===== config.mk =====
export PLATFORM = sky130hd
export DESIGN_NAME = cmd_status_reg
export DESIGN_NICKNAME = d
export VERILOG_FILES = /design/src/rtl/cmdstat_pkg.sv /design/src/rtl/cmd_bit_cell.sv /design/src/rtl/overrun_tracker.sv /design/src/rtl/cmd_status_reg.sv
export SDC_FILE = /design/constraint.sdc
export NUM_CORES = 1
export LEC_CHECK = 0
export ABC_AREA = 0
export BUFFER_PORTS_ARGS = -buffer_cell sky130_fd_sc_hd__buf_2
export CORE_MARGIN = 4
export CORE_UTILIZATION = 26
export DETAILED_ROUTE_END_ITERATION = 16
export GPL_TIMING_DRIVEN = 0
export PLACE_DENSITY_LB_ADDON = 0.2
export SETUP_SLACK_MARGIN = 0.5
export SLEW_MARGIN = 25
export SYNTH_ARGS = -nofsm -noshare
export SYNTH_HDL_FRONTEND = slang
export SYNTH_HIERARCHICAL = 1
export SYNTH_SLANG_ARGS = --single-unit

===== constraint.sdc =====
create_clock -name clk -period 0.8 [get_ports clk]
set_input_delay 0.08 -clock clk [delete_from_list [all_inputs] [get_ports clk]]
set_output_delay 0.08 -clock clk [all_outputs]
set_load 0.02 [all_outputs]

===== src/rtl/cmdstat_pkg.sv =====
package cmdstat_pkg;
  localparam int REG_W   = 32;
  localparam int CMD_N   = 4;
  localparam int OVR_W   = 2;
  localparam int OVR_LSB = 16;

  typedef enum logic [1:0] {
    CMD_HC_RESET = 2'd0,
    CMD_CTRL_FILL = 2'd1,
    CMD_BULK_FILL = 2'd2,
    CMD_OWN_REQ   = 2'd3
  } cmd_idx_e;

  // Next state of one command flag: a set beats a clear.
  function automatic logic cmd_next(input logic cur, input logic set_req,
                                    input logic clr_req);
    return set_req | (cur & ~clr_req);
  endfunction

  // Overrun count advance, wraps naturally at the field width.
  function automatic logic [OVR_W-1:0] ovr_advance(input logic [OVR_W-1:0] cnt,
                                                   input logic hit);
    return hit ? cnt + OVR_W'(1) : cnt;
  endfunction
endpackage


===== src/rtl/cmd_bit_cell.sv =====
module cmd_bit_cell
  import cmdstat_pkg::*;
(
  input  logic clk,
  input  logic rst_n,
  input  logic set_req,
  input  logic clr_req,
  output logic flag
);
  logic flag_q;

  always_ff @(posedge clk) begin
    if (!rst_n) flag_q <= 1'b0;
    else        flag_q <= cmd_next(flag_q, set_req, clr_req);
  end

  assign flag = flag_q;
endmodule


===== src/rtl/overrun_tracker.sv =====
module overrun_tracker
  import cmdstat_pkg::*;
#(
  parameter int CW = OVR_W
) (
  input  logic          clk,
  input  logic          rst_n,
  input  logic          eof_pulse,
  input  logic          periodic_done,
  output logic          ovr_hit,
  output logic [CW-1:0] ovr_cnt,
  output logic          irq_pulse
);
  logic [CW-1:0] cnt_q;
  logic          irq_q;

  assign ovr_hit = eof_pulse & ~periodic_done;

  always_ff @(posedge clk) begin
    if (!rst_n) begin
      cnt_q <= '0;
      irq_q <= 1'b0;
    end else begin
      cnt_q <= hit_next(cnt_q, ovr_hit);
      irq_q <= ovr_hit;
    end
  end

  function automatic logic [CW-1:0] hit_next(input logic [CW-1:0] c, input logic h);
    return h ? c + CW'(1) : c;
  endfunction

  assign ovr_cnt   = cnt_q;
  assign irq_pulse = irq_q;
endmodule


===== src/rtl/cmd_status_reg.sv =====
module cmd_status_reg
  import cmdstat_pkg::*;
#(
  parameter int DW   = REG_W,
  parameter int NCMD = CMD_N,
  parameter int CW   = OVR_W,
  parameter int CLSB = OVR_LSB
) (
  input  logic            clk,
  input  logic            rst_n,
  input  logic            wr_en,
  input  logic [DW-1:0]   wr_data,
  input  logic [NCMD-1:0] hw_clr,
  input  logic            eof_pulse,
  input  logic            periodic_done,
  output logic [DW-1:0]   reg_value,
  output logic            sched_ovr_irq
);
  localparam int CMSB = CLSB + CW - 1;

  logic [NCMD-1:0] set_vec;
  logic [NCMD-1:0] cmd_flags;
  logic [CW-1:0]   ovr_cnt;
  logic            ovr_evt;

  assign set_vec = wr_en ? wr_data[NCMD-1:0] : '0;

  for (genvar i = 0; i < NCMD; i++) begin : g_cmd
    cmd_bit_cell u_cell (
      .clk     (clk),
      .rst_n   (rst_n),
      .set_req (set_vec[i]),
      .clr_req (hw_clr[i]),
      .flag    (cmd_flags[i])
    );
  end

  overrun_tracker #(.CW(CW)) u_ovr (
    .clk           (clk),
    .rst_n         (rst_n),
    .eof_pulse     (eof_pulse),
    .periodic_done (periodic_done),
    .ovr_hit       (ovr_evt),
    .ovr_cnt       (ovr_cnt),
    .irq_pulse     (sched_ovr_irq)
  );

  always_comb begin
    reg_value                = '0;
    reg_value[NCMD-1:0]      = cmd_flags;
    reg_value[CMSB:CLSB]     = ovr_cnt;
  end
endmodule


==> flow_summary.json <==
{
  "drt_iter0_markers": 0,
  "fin_hold_ws_ps": 109,
  "dieArea_um2": 2720,
  "fin_crit_sh_pct": 100,
  "path_cells": "buf_6",
  "synth.avg_cell_area_um2": 9.56,
  "clkLatencyLatePin_ps": 250,
  "slew_viol_final": 0,
  "floorplan.initialDensity_pct": 28.4,
  "io_buffers": 19,
  "fin_ws_ps": -2.82,
  "final_cell_mix": "buf_4 (26), conb_1 (26), buf_2 (12)",
  "finalCriticalPeriod_ps": 803,
  "antenna_found_initial": 0,
  "post_dp_cell_area_um2": 753,
  "drc": 0,
  "cts_tree": "yes",
  "violations": "negative setup slack",
  "crit_slowest_cell": "dfxtp_4",
  "drive_above_1_share_pct": 59.4,
  "swShare_pct": 31.3,
  "p_comb_share_pct": 34.5,
  "leakagePower_uw": 0.000455,
  "synth_cell_types": 9,
  "first_global_vias": 382,
  "hp-class": "primary input to flip-flop",
  "h-tree-depth": 1,
  "drtAntennaViolNets": 0,
  "max_stage_delay_ps": 350,
  "std_cell_rows": 15,
  "start_kind": "flip-flop",
  "gp_congestion": 0.647,
  "path_max_fanout": 3,
  "antennaDiodeCount": 0,
  "io_pins": 74,
  "skew_ps": 0.0526,
  "via_count": 377,
  "root_buffer": "clkbuf_4",
  "p_int_uw": 727,
  "die_h_um": 52.1,
  "endpoint_kind": "output port",
  "arrival_ps": 720,
  "cap_viol_max_count": 0,
  "grt_first_pass_wirelength_mm": 1.41,
  "synth_warnings": 6,
  "routed_via_density": 2.99,
  "powerDensity_nw_per_um2": 1290,
  "drt_pass1_iterations": 1,
  "core-area_um2": 1780,
  "seqPwrFrac_pct": 35.3,
  "grt_max_degree": 8,
  "path_buf_inv": 1,
  "die_w_um": 52.1,
  "place_worst_setup_slack_ps": 11.4,
  "required_ps": 720,
  "wl_um": 912,
  "hold_viol": 0,
  "ys_seq_elements": 7,
  "netlist_area_um2": 507,
  "setup_tns_ps": -2.82,
  "cts_buffers": 3,
  "grt_overflow": 0,
  "status": "finished with violations",
  "ctsLongestPathBuffers": 2,
  "p_clk_share_pct": 30.2,
  "ir_drop_mv": 0.602,
  "ys_seq_area_share_pct": 27.7,
  "rsz0062_at_grt": "true",
  "syn_inst": 53,
  "path_delay_family": "flip-flops",
  "final_area_um2": 823,
  "area_growth_pct": 62.5,
  "grt_usage_pct": 7.01,
  "setup_violations": 1,
  "timing_worst_setup_path_type": "flip-flop to output port",
  "post_cts_buffers": 0,
  "wl_per_cell_um": 7.24,
  "cts_num_sinks": 7,
  "max_freq_mhz": 1250,
  "p_sw_uw": 331,
  "clk_pin_slew_worst_paths_ps": 50,
  "layout.nets": 143
}
-- power groups by stage --
| stage | combinational [µW] | clock (µW) | sequential, µW |
|---|---|---|---|
| 2_1_floorplan | 250 | 0 | 401 |
| 3_3_place_gp | 337 | 0 | 376 |
| 3_5_place_dp | 338 | 0 | 376 |
| 4_1_cts | 361 | 337 | 374 |
| 5_1_grt | 393 | 355 | 376 |
| 6_report | 365 | 320 | 373 |
-- through the flow --
stage          utilization [%]  std cells  power (µW)
6_report                  46.2        126        1060
4_1_cts                   46.2        126        1070
3_5_place_dp              42.2        122         715
2_1_floorplan                -         78         652
3_3_place_gp              42.2        122         713
5_1_grt                   46.2        126        1120
-- kinds of logic (layout without fill, tap and decap cells) --
family	count (synthesis)	in the layout	share of synthesized area, %
AND/OR/NAND/NOR	13	13	23.7
other	1	26	0.740
buffers and inverters	26	49	38.5
XOR/XNOR	2	2	3.46
flip-flops	7	7	27.7
AO/OA/AOI/OAI	4	4	5.93
-- cell usage after synthesis --
| master | n | area, µm² |
|---|---|---|
| conb_1 | 1 | 3.75 |
| nor2b_4 | 5 | 68.8 |
| o21a_1 | 4 | 30.0 |
| xor2_1 | 1 | 8.76 |
| xnor2_1 | 1 | 8.76 |
| nand3b_1 | 1 | 7.51 |
| and2_1 | 7 | 43.8 |
| buf_4 | 26 | 195 |
| dfxtp_1 | 7 | 140 |
-- cell type report --
| cell class | count | area (µm²) |
|---|---|---|
| Fill cell | 171 | 960 |
| Multi-Input combinational cell | 45 | 265 |
| Buffer | 26 | 195 |
| Sequential cell | 7 | 166 |
| Timing Repair Buffer | 19 | 139 |
| Tap cell | 25 | 31.3 |
| Clock buffer | 4 | 26.3 |
-- sequential cells by signal (all words and copies together) (netlist names) --
register,flops
u_ovr/ovr_cnt,2
u_ovr/irq_pulse,1
g_cmd.u_cell/flag,4
-- what timing repair did --
action,in CTS,in global routing
pin swaps,2,1
endpoints found under the setup margin,13,13
resized for setup,14,0
hold buffers,0,0
-- worst paths after layout --
| check | start | to | slack, ps | cells after the start |
|---|---|---|---|---|
| hold / removal | rst_n | g_cmd[2].u_cell/flag$_SDFF_PN0_ | 110 | 2 |
| setup reg to reg | u_ovr/ovr_cnt[0]$_SDFFE_PN0P_ | u_ovr/ovr_cnt[1]$_SDFFE_PN0P_ | -3 | 3 |
| setup / recovery | u_ovr/ovr_cnt[0]$_SDFFE_PN0P_ | reg_value[16] | -3 | 1 |
| hold reg to reg | u_ovr/ovr_cnt[1]$_SDFFE_PN0P_ | u_ovr/ovr_cnt[1]$_SDFFE_PN0P_ | 570 | 2 |
-- per-layer routing --
metal | share of wire, % | vias up | wire length [µm] | track usage, %
li1 | - | 207 | - | -
met1 | 35 | 142 | 321 | 7.25
met2 | 47 | 28 | 430 | 11.3
met3 | 18 | 0 | 160 | 2.87
met4 | 0 | 0 | 0 | 5.11
met5 | 0 | - | 0 | 0
No activity file was read; power rests on OpenSTA's default activity.
